--- config.mk ---
export PLATFORM = sky130hd
export DESIGN_NAME = tgt_guard
export DESIGN_NICKNAME = d
export VERILOG_FILES = /design/src/rtl/tgt_guard_pkg.sv /design/src/rtl/tgt_guard_regs.sv /design/src/rtl/tgt_guard_xfer.sv /design/src/rtl/tgt_guard.sv
export SDC_FILE = /design/constraint.sdc
export NUM_CORES = 1
export LEC_CHECK = 0
export ABC_AREA = 1
export BUFFER_PORTS_ARGS = -buffer_cell sky130_fd_sc_hd__buf_2
export CAP_MARGIN = 20
export CORE_AREA = 2 2 72 74
export DETAILED_ROUTE_END_ITERATION = 10
export DIE_AREA = 0 0 74 76
export PLACE_DENSITY = 0.64
export SLEW_MARGIN = 20
export SYNTH_ARGS = -nofsm -noshare
export SYNTH_HDL_FRONTEND = slang
export SYNTH_SLANG_ARGS = --single-unit
--- constraint.sdc ---
create_clock -name clk -period 3.2 [get_ports clk]
set_input_delay 0.32 -clock clk [delete_from_list [all_inputs] [get_ports clk]]
set_output_delay 0.32 -clock clk [all_outputs]
set_load 0.05 [all_outputs]
--- src/rtl/tgt_guard_pkg.sv ---
package tgt_guard_pkg;

    // register byte offsets
    localparam int unsigned OFS_ZERO_LO = 32'h00;
    localparam int unsigned OFS_IDENT   = 32'h04;
    localparam int unsigned OFS_CORE    = 32'h18;
    localparam int unsigned OFS_VENDOR  = 32'h1C;
    localparam int unsigned OFS_CTRL    = 32'h20;
    localparam int unsigned OFS_STAT    = 32'h28;
    localparam int unsigned OFS_ZERO_HI = 32'h2C;

    // field positions
    localparam int unsigned CTRL_RST_BIT  = 0;
    localparam int unsigned CTRL_TMO_LSB  = 8;
    localparam int unsigned TMO_CODE_W    = 3;
    localparam int unsigned STAT_RST_BIT  = 0;
    localparam int unsigned STAT_TMO_BIT  = 8;
    localparam int unsigned STAT_SERR_BIT = 24;

    typedef enum logic {
        XS_IDLE = 1'b0,
        XS_BUSY = 1'b1
    } xfer_state_e;

    // limit in cycles for a code; 0 means no limit
    function automatic int unsigned tmo_cycles(input logic [TMO_CODE_W-1:0] code,
                                               input int unsigned base);
        int unsigned mult;
        unique case (code)
            3'd1:    mult = 1;
            3'd2:    mult = 4;
            3'd3:    mult = 16;
            3'd4:    mult = 64;
            default: mult = 0;
        endcase
        return mult * base;
    endfunction

endpackage

--- src/rtl/tgt_guard_regs.sv ---
module tgt_guard_regs
    import tgt_guard_pkg::*;
#(
    parameter int unsigned ADDR_W      = 6,
    parameter int unsigned REG_W       = 32,
    parameter logic [15:0] IDENT_CODE  = 16'h0000,
    parameter logic [15:0] IDENT_REV   = 16'h0000,
    parameter logic [15:0] CORE_CODE   = 16'h0000,
    parameter logic [15:0] CORE_REV    = 16'h0000,
    parameter logic [15:0] VENDOR_CODE = 16'h0000
) (
    input  logic                  clk,
    input  logic                  rst_n,
    input  logic                  cfg_we_i,
    input  logic [ADDR_W-1:0]     cfg_addr_i,
    input  logic [REG_W-1:0]      cfg_wdata_i,
    output logic [REG_W-1:0]      cfg_rdata_o,
    input  logic                  serr_i,
    input  logic                  tmo_evt_i,
    output logic [TMO_CODE_W-1:0] tmo_code_o,
    output logic                  tgt_rst_o
);

    localparam int unsigned HALF_W = REG_W / 2;

    typedef struct packed {
        logic [TMO_CODE_W-1:0] tmo_code;
        logic                  rst_bit;
        logic                  sticky;
    } regs_t;

    regs_t r_d, r_q;

    logic hit_ctrl, hit_stat, clr_req;

    always_comb begin
        hit_ctrl = (cfg_addr_i == ADDR_W'(OFS_CTRL));
        hit_stat = (cfg_addr_i == ADDR_W'(OFS_STAT));
        clr_req  = cfg_we_i && hit_stat && cfg_wdata_i[STAT_TMO_BIT];
    end

    always_comb begin
        r_d = r_q;
        if (cfg_we_i && hit_ctrl) begin
            r_d.tmo_code = cfg_wdata_i[CTRL_TMO_LSB +: TMO_CODE_W];
            r_d.rst_bit  = cfg_wdata_i[CTRL_RST_BIT];
        end
        if (clr_req) begin
            r_d.sticky = 1'b0;
        end
        if (tmo_evt_i) begin
            r_d.sticky = 1'b1;    // a new event wins over a same-cycle clear
        end
    end

    always_ff @(posedge clk or negedge rst_n) begin
        if (!rst_n) begin
            r_q <= '0;
        end else begin
            r_q <= r_d;
        end
    end

    always_comb begin
        cfg_rdata_o = '0;
        unique case (int'(cfg_addr_i))
            OFS_IDENT:  cfg_rdata_o = {IDENT_CODE, IDENT_REV};
            OFS_CORE:   cfg_rdata_o = {CORE_CODE, CORE_REV};
            OFS_VENDOR: cfg_rdata_o = {{HALF_W{1'b0}}, VENDOR_CODE};
            OFS_CTRL: begin
                cfg_rdata_o[CTRL_TMO_LSB +: TMO_CODE_W] = r_q.tmo_code;
                cfg_rdata_o[CTRL_RST_BIT]               = r_q.rst_bit;
            end
            OFS_STAT: begin
                cfg_rdata_o[STAT_SERR_BIT] = serr_i;
                cfg_rdata_o[STAT_TMO_BIT]  = r_q.sticky;
                cfg_rdata_o[STAT_RST_BIT]  = r_q.rst_bit;
            end
            default: cfg_rdata_o = '0;
        endcase
    end

    assign tmo_code_o = r_q.tmo_code;
    assign tgt_rst_o  = r_q.rst_bit;

    p_sticky_set_r5: assert property (@(posedge clk) disable iff (!rst_n)
        tmo_evt_i |=> r_q.sticky);

    p_sticky_w1c_r5: assert property (@(posedge clk) disable iff (!rst_n)
        (clr_req && !tmo_evt_i) |=> !r_q.sticky);

    p_sticky_keep_r5: assert property (@(posedge clk) disable iff (!rst_n)
        (r_q.sticky && !clr_req) |=> r_q.sticky);

    p_rst_follow_r6: assert property (@(posedge clk) disable iff (!rst_n)
        (cfg_we_i && hit_ctrl) |=> (tgt_rst_o == $past(cfg_wdata_i[CTRL_RST_BIT])));

endmodule

--- src/rtl/tgt_guard_xfer.sv ---
module tgt_guard_xfer
    import tgt_guard_pkg::*;
#(
    parameter int unsigned BASE_CYCLES = 4
) (
    input  logic                  clk,
    input  logic                  rst_n,
    input  logic [TMO_CODE_W-1:0] tmo_code_i,
    input  logic                  hold_rst_i,
    input  logic                  ini_req_valid_i,
    output logic                  ini_req_ready_o,
    output logic                  ini_rsp_valid_o,
    output logic                  ini_rsp_err_o,
    output logic                  tgt_req_valid_o,
    input  logic                  tgt_req_ready_i,
    input  logic                  tgt_rsp_valid_i,
    output logic                  tmo_evt_o
);

    localparam int unsigned MAX_LIMIT = 64 * BASE_CYCLES;
    localparam int unsigned CNT_W     = $clog2(MAX_LIMIT + 1);

    typedef struct packed {
        xfer_state_e      state;
        logic             issued;
        logic [CNT_W-1:0] cnt;
        logic             rsp_valid;
        logic             rsp_err;
        logic             tmo_evt;
    } xfer_t;

    xfer_t s_d, s_q;
    logic [CNT_W-1:0] limit;
    logic             limit_on;
    logic             expired;

    always_comb begin
        limit    = CNT_W'(tmo_cycles(tmo_code_i, BASE_CYCLES));
        limit_on = (limit != '0);
        expired  = limit_on && (s_q.cnt >= limit - CNT_W'(1));
    end

    always_comb begin
        s_d           = s_q;
        s_d.rsp_valid = 1'b0;
        s_d.rsp_err   = 1'b0;
        s_d.tmo_evt   = 1'b0;
        unique case (s_q.state)
            XS_IDLE: begin
                s_d.cnt    = '0;
                s_d.issued = 1'b0;
                if (ini_req_valid_i) begin
                    if (hold_rst_i) begin
                        s_d.rsp_valid = 1'b1;          // refused
                        s_d.rsp_err   = 1'b1;
                    end else begin
                        s_d.state = XS_BUSY;
                    end
                end
            end
            XS_BUSY: begin
                if (hold_rst_i) begin                 // flush
                    s_d.state     = XS_IDLE;
                    s_d.cnt       = '0;
                    s_d.issued    = 1'b0;
                    s_d.rsp_valid = 1'b1;
                    s_d.rsp_err   = 1'b1;
                end else if (s_q.issued && tgt_rsp_valid_i) begin
                    s_d.state     = XS_IDLE;
                    s_d.cnt       = '0;
                    s_d.issued    = 1'b0;
                    s_d.rsp_valid = 1'b1;
                end else if (expired) begin
                    s_d.state     = XS_IDLE;
                    s_d.cnt       = '0;
                    s_d.issued    = 1'b0;
                    s_d.rsp_valid = 1'b1;
                    s_d.rsp_err   = 1'b1;
                    s_d.tmo_evt   = 1'b1;
                end else begin
                    if (s_q.cnt != {CNT_W{1'b1}}) begin
                        s_d.cnt = s_q.cnt + CNT_W'(1);
                    end
                    if (!s_q.issued && tgt_req_ready_i) begin
                        s_d.issued = 1'b1;
                    end
                end
            end
            default: s_d = '0;
        endcase
    end

    always_ff @(posedge clk or negedge rst_n) begin
        if (!rst_n) begin
            s_q <= '0;
        end else begin
            s_q <= s_d;
        end
    end

    assign ini_req_ready_o = (s_q.state == XS_IDLE);
    assign ini_rsp_valid_o = s_q.rsp_valid;
    assign ini_rsp_err_o   = s_q.rsp_err;
    assign tgt_req_valid_o = (s_q.state == XS_BUSY) && !s_q.issued && !hold_rst_i;
    assign tmo_evt_o       = s_q.tmo_evt;

    p_no_fwd_in_rst_r8: assert property (@(posedge clk) disable iff (!rst_n)
        hold_rst_i |-> !tgt_req_valid_o);

    p_cnt_cleared_r7: assert property (@(posedge clk) disable iff (!rst_n)
        hold_rst_i |=> (s_q.cnt == '0));

    p_tmo_is_err_r4: assert property (@(posedge clk) disable iff (!rst_n)
        tmo_evt_o |-> (ini_rsp_valid_o && ini_rsp_err_o && ini_req_ready_o));

    p_rsp_ok_needs_issue_r12: assert property (@(posedge clk) disable iff (!rst_n)
        (ini_rsp_valid_o && !ini_rsp_err_o) |-> $past(tgt_rsp_valid_i));

endmodule

--- src/rtl/tgt_guard.sv ---
module tgt_guard
    import tgt_guard_pkg::*;
#(
    parameter int unsigned ADDR_W      = 6,
    parameter int unsigned REG_W       = 32,
    parameter int unsigned BASE_CYCLES = 4,
    parameter logic [15:0] IDENT_CODE  = 16'h0000,
    parameter logic [15:0] IDENT_REV   = 16'h0000,
    parameter logic [15:0] CORE_CODE   = 16'h0000,
    parameter logic [15:0] CORE_REV    = 16'h0000,
    parameter logic [15:0] VENDOR_CODE = 16'h0000
) (
    input  logic              clk,
    input  logic              rst_n,
    input  logic              cfg_we,
    input  logic [ADDR_W-1:0] cfg_addr,
    input  logic [REG_W-1:0]  cfg_wdata,
    output logic [REG_W-1:0]  cfg_rdata,
    input  logic              ini_req_valid,
    output logic              ini_req_ready,
    output logic              ini_rsp_valid,
    output logic              ini_rsp_err,
    output logic              tgt_req_valid,
    input  logic              tgt_req_ready,
    input  logic              tgt_rsp_valid,
    output logic              tgt_rst,
    input  logic              tgt_serr
);

    logic [TMO_CODE_W-1:0] tmo_code;
    logic                  tmo_evt;
    logic                  hold_rst;

    tgt_guard_regs #(
        .ADDR_W      (ADDR_W),
        .REG_W       (REG_W),
        .IDENT_CODE  (IDENT_CODE),
        .IDENT_REV   (IDENT_REV),
        .CORE_CODE   (CORE_CODE),
        .CORE_REV    (CORE_REV),
        .VENDOR_CODE (VENDOR_CODE)
    ) u_regs (
        .clk         (clk),
        .rst_n       (rst_n),
        .cfg_we_i    (cfg_we),
        .cfg_addr_i  (cfg_addr),
        .cfg_wdata_i (cfg_wdata),
        .cfg_rdata_o (cfg_rdata),
        .serr_i      (tgt_serr),
        .tmo_evt_i   (tmo_evt),
        .tmo_code_o  (tmo_code),
        .tgt_rst_o   (hold_rst)
    );

    tgt_guard_xfer #(
        .BASE_CYCLES (BASE_CYCLES)
    ) u_xfer (
        .clk             (clk),
        .rst_n           (rst_n),
        .tmo_code_i      (tmo_code),
        .hold_rst_i      (hold_rst),
        .ini_req_valid_i (ini_req_valid),
        .ini_req_ready_o (ini_req_ready),
        .ini_rsp_valid_o (ini_rsp_valid),
        .ini_rsp_err_o   (ini_rsp_err),
        .tgt_req_valid_o (tgt_req_valid),
        .tgt_req_ready_i (tgt_req_ready),
        .tgt_rsp_valid_i (tgt_rsp_valid),
        .tmo_evt_o       (tmo_evt)
    );

    assign tgt_rst = hold_rst;

endmodule

==> impl_metrics.json <==
{
  "reg2reg_to": "u_xfer.s_q[13]",
  "first_iter_violations": 24,
  "htreeDepth": 1,
  "ff2ff_setup_slack_ps": 560,
  "finish.utilization_pct": 32.2,
  "yosys_warnings": 0,
  "post-route-min-period_ps": 2640,
  "grt_first_pass_wirelength_mm": 4.37,
  "grt_max_degree": 20,
  "cp.arrival_ps": 2780,
  "status": "finished, violations left",
  "internal_power_mw": 0.377,
  "core_um2": 4910,
  "ios": 82,
  "grt_pass1_vias": 1015,
  "drv_cap": 0,
  "dr.pass1.iters": 4,
  "synthDistinctLibCells": 24,
  "numCtsBuffers": 3,
  "cts_tree": "done",
  "cp-start-kind": "register",
  "crit_path_end_kind": "register",
  "root_buffer": "clkbuf_8",
  "setup_ws_ps": 559,
  "syn_area_per_cell_um2": 7.67,
  "die_x_um": 74,
  "drc": 0,
  "final.setup_skew_ps": 3.14,
  "num-fill-cells": 521,
  "cts_buffer_depth": 2,
  "grt_util_met1_pct": 12.3,
  "drtAntennaViolNets": 0,
  "synth_cells": 187,
  "dp_slack_ps": 527,
  "yosysTopAreaCell": "dfrtp_1",
  "violations": "negative hold slack",
  "grt_setup_unrepaired": "no",
  "power.density_nw_per_um2": 388,
  "synth_top_area_share_pct": 33.1,
  "die_area_um2": 5620,
  "leakage_nw": 0.883,
  "antenna_found_initial": 0,
  "combPwrFrac_pct": 29.9,
  "rows": 26,
  "hold_viol": 19,
  "pwr-share-seq_pct": 43.1,
  "whs_ps": -12.7,
  "drv_slew": 0,
  "synth_area_um2": 1440,
  "post-route-period-util_pct": 82.5,
  "cp_data_required_time_ps": 3340,
  "syn_to_final_growth_pct": 10.3,
  "postCtsResizedCells": 0,
  "placed_cells": 281,
  "vias": 1135,
  "gp_congestion": 0.738,
  "use_met3_pct": 1.32,
  "gr-usage-met2_pct": 15.9,
  "fin_nets": 272,
  "seq_area_um2": 475,
  "tns_ps": 0,
  "cp_max_fo": 11,
  "switchingPower_mw": 0.238,
  "fmaxAchievable_mhz": 379,
  "stdcell_count": 285,
  "dpl.hpwl_mm": 2.05,
  "ff2ff_path_depth": 15,
  "post_cts_buffers": 0,
  "top_usage_layer": "met2",
  "ys_seq_area_share_pct": 33.1,
  "wl_per_cell_um": 8.87,
  "antennaDiodeCount": 0,
  "cts.sinks": 19,
  "p_sw_share_pct": 38.7,
  "port_buffers": 26,
  "clk_pin_slew_worst_paths_ps": 70,
  "initial_core_util_pct": 29.2,
  "setup-violations-final": 0,
  "clock_latency_ps": 260,
  "grt_overflow": 0,
  "holdBufCountCts": 0,
  "multi_input_area_um2": 753,
  "worstReg2RegStart": "u_regs.tmo_code_o[0]",
  "routed_wl_mm": 2.53,
  "layout-drive-gt1-share_pct": 19.5,
  "avgViaCountPerCell": 3.98,
  "die_h_um": 76,
  "max-vdd-ir-drop_v": 0.000361,
  "hp-class": "in2async",
  "grt_usage_pct": 9.57,
  "crit_type": "reg2reg",
  "ys_ff_latch": 19,
  "synthTopCellsByArea": "dfrtp_1 (33%), buf_4 (14%), ha_1 (9.6%), nand2_1 (8.9%), nor2_1 (6.8%)",
  "power_frac_clock_pct": 27.0
}
-- kinds of logic after synthesis --
kind of cell	Yosys count	share of synthesized area, %
compound gates	16	6.36
xor+xnor	5	3.05
simple gates	83	26.4
fa+ha+maj	11	9.59
buf+inv	52	21.2
other cells	1	0.261
flops	19	33.1
-- cell type report --
type,count,area share [%]
Sequential cell,19,30.0
Tap cell,70,5.53
Multi-Input combinational cell,142,47.6
Timing Repair Buffer,26,8.22
Inverter,24,5.69
Clock inverter,1,0.316
Clock buffer,3,2.61
-- cell usage in the layout (no fill, tap or decap), types with 2 or more instances in the layout --
cell / count
xor2_1: 5
ha_1: 11
a21oi_1: 11
nand3_1: 9
nand4_1: 2
inv_2: 2
nand3_2: 2
clkbuf_8: 3
dfrtp_1: 19
nor3_1: 3
conb_1: 27
nand2_1: 34
nor2_1: 26
buf_2: 26
or2_2: 2
inv_1: 22
nand2_2: 2
a21oi_2: 2
-- synth_stat cells (all sizes together) --
cell / number
nand2: 36
buf: 28
nor2: 26
inv: 24
dfrtp: 19
a21oi: 13
nand3: 12
ha: 11
xor2: 5
nor3: 3
nand4: 2
or2: 2
conb: 1
nor3b: 1
nor4: 1
o21ai: 1
o21bai: 1
o22ai: 1
-- power groups by stage --
stage | sequential [mW] | clock (mW) | combinational (mW)
CTS | 0.265 | 0.169 | 0.185
global route | 0.267 | 0.178 | 0.199
detailed placement | 0.269 | 0 | 0.184
global placement | 0.269 | 0 | 0.183
finish | 0.265 | 0.166 | 0.184
floorplan | 0.290 | 0 | 0.154
-- worst max path at each step --
stage,start,to,slack [ps],cells past startpoint
floorplan,u_regs.tmo_code_o[1],u_xfer.s_q[13],960,15
global placement,u_regs.tmo_code_o[0],u_xfer.s_q[13],590,15
detailed placement,u_regs.tmo_code_o[0],u_xfer.s_q[13],530,15
CTS,u_regs.tmo_code_o[0],u_xfer.s_q[13],520,15
global route,u_regs.tmo_code_o[0],u_xfer.s_q[13],210,15
finish,u_regs.tmo_code_o[0],u_xfer.s_q[13],560,15
-- through the flow --
stage               cell area, um2  power [mW]
global route                  1580       0.644
finish                        1580       0.615
floorplan                     1530       0.443
CTS                           1580       0.619
global placement              1540       0.451
detailed placement            1540       0.453
-- sequential cells by signal (all words and copies together), names as in the netlist --
register	flops
u_xfer.s_q	11
u_xfer.tmo_evt_o	1
u_regs.r_q	1
u_regs.tmo_code_o	3
u_regs.tgt_rst_o	1
u_xfer.ini_rsp_err_o	1
u_xfer.ini_rsp_valid_o	1
-- worst max-delay path, stage by stage, from the launching register on --
cell	delay, ps
dfrtp_1	380
inv_1	110
nor3_1	360
inv_1	150
ha_1	260
xor2_1	170
ha_1	300
nand2_1	50
inv_1	50
nand2_1	60
nor2_1	100
nor2_1	40
nand2_1	110
nand2_2	80
nand2_2	210
nand2_1	80
-- layer usage --
metal  vias to the layer above  wire length (um)  part of all wire [%]
li1                        591                 -                     -
met1                       511              1150                    45
met2                        29              1250                    49
met3                         4                83                   3.3
met4                         0                46                   1.8
met5                         -                 0                     0
(Power assumes the default switching activity.)
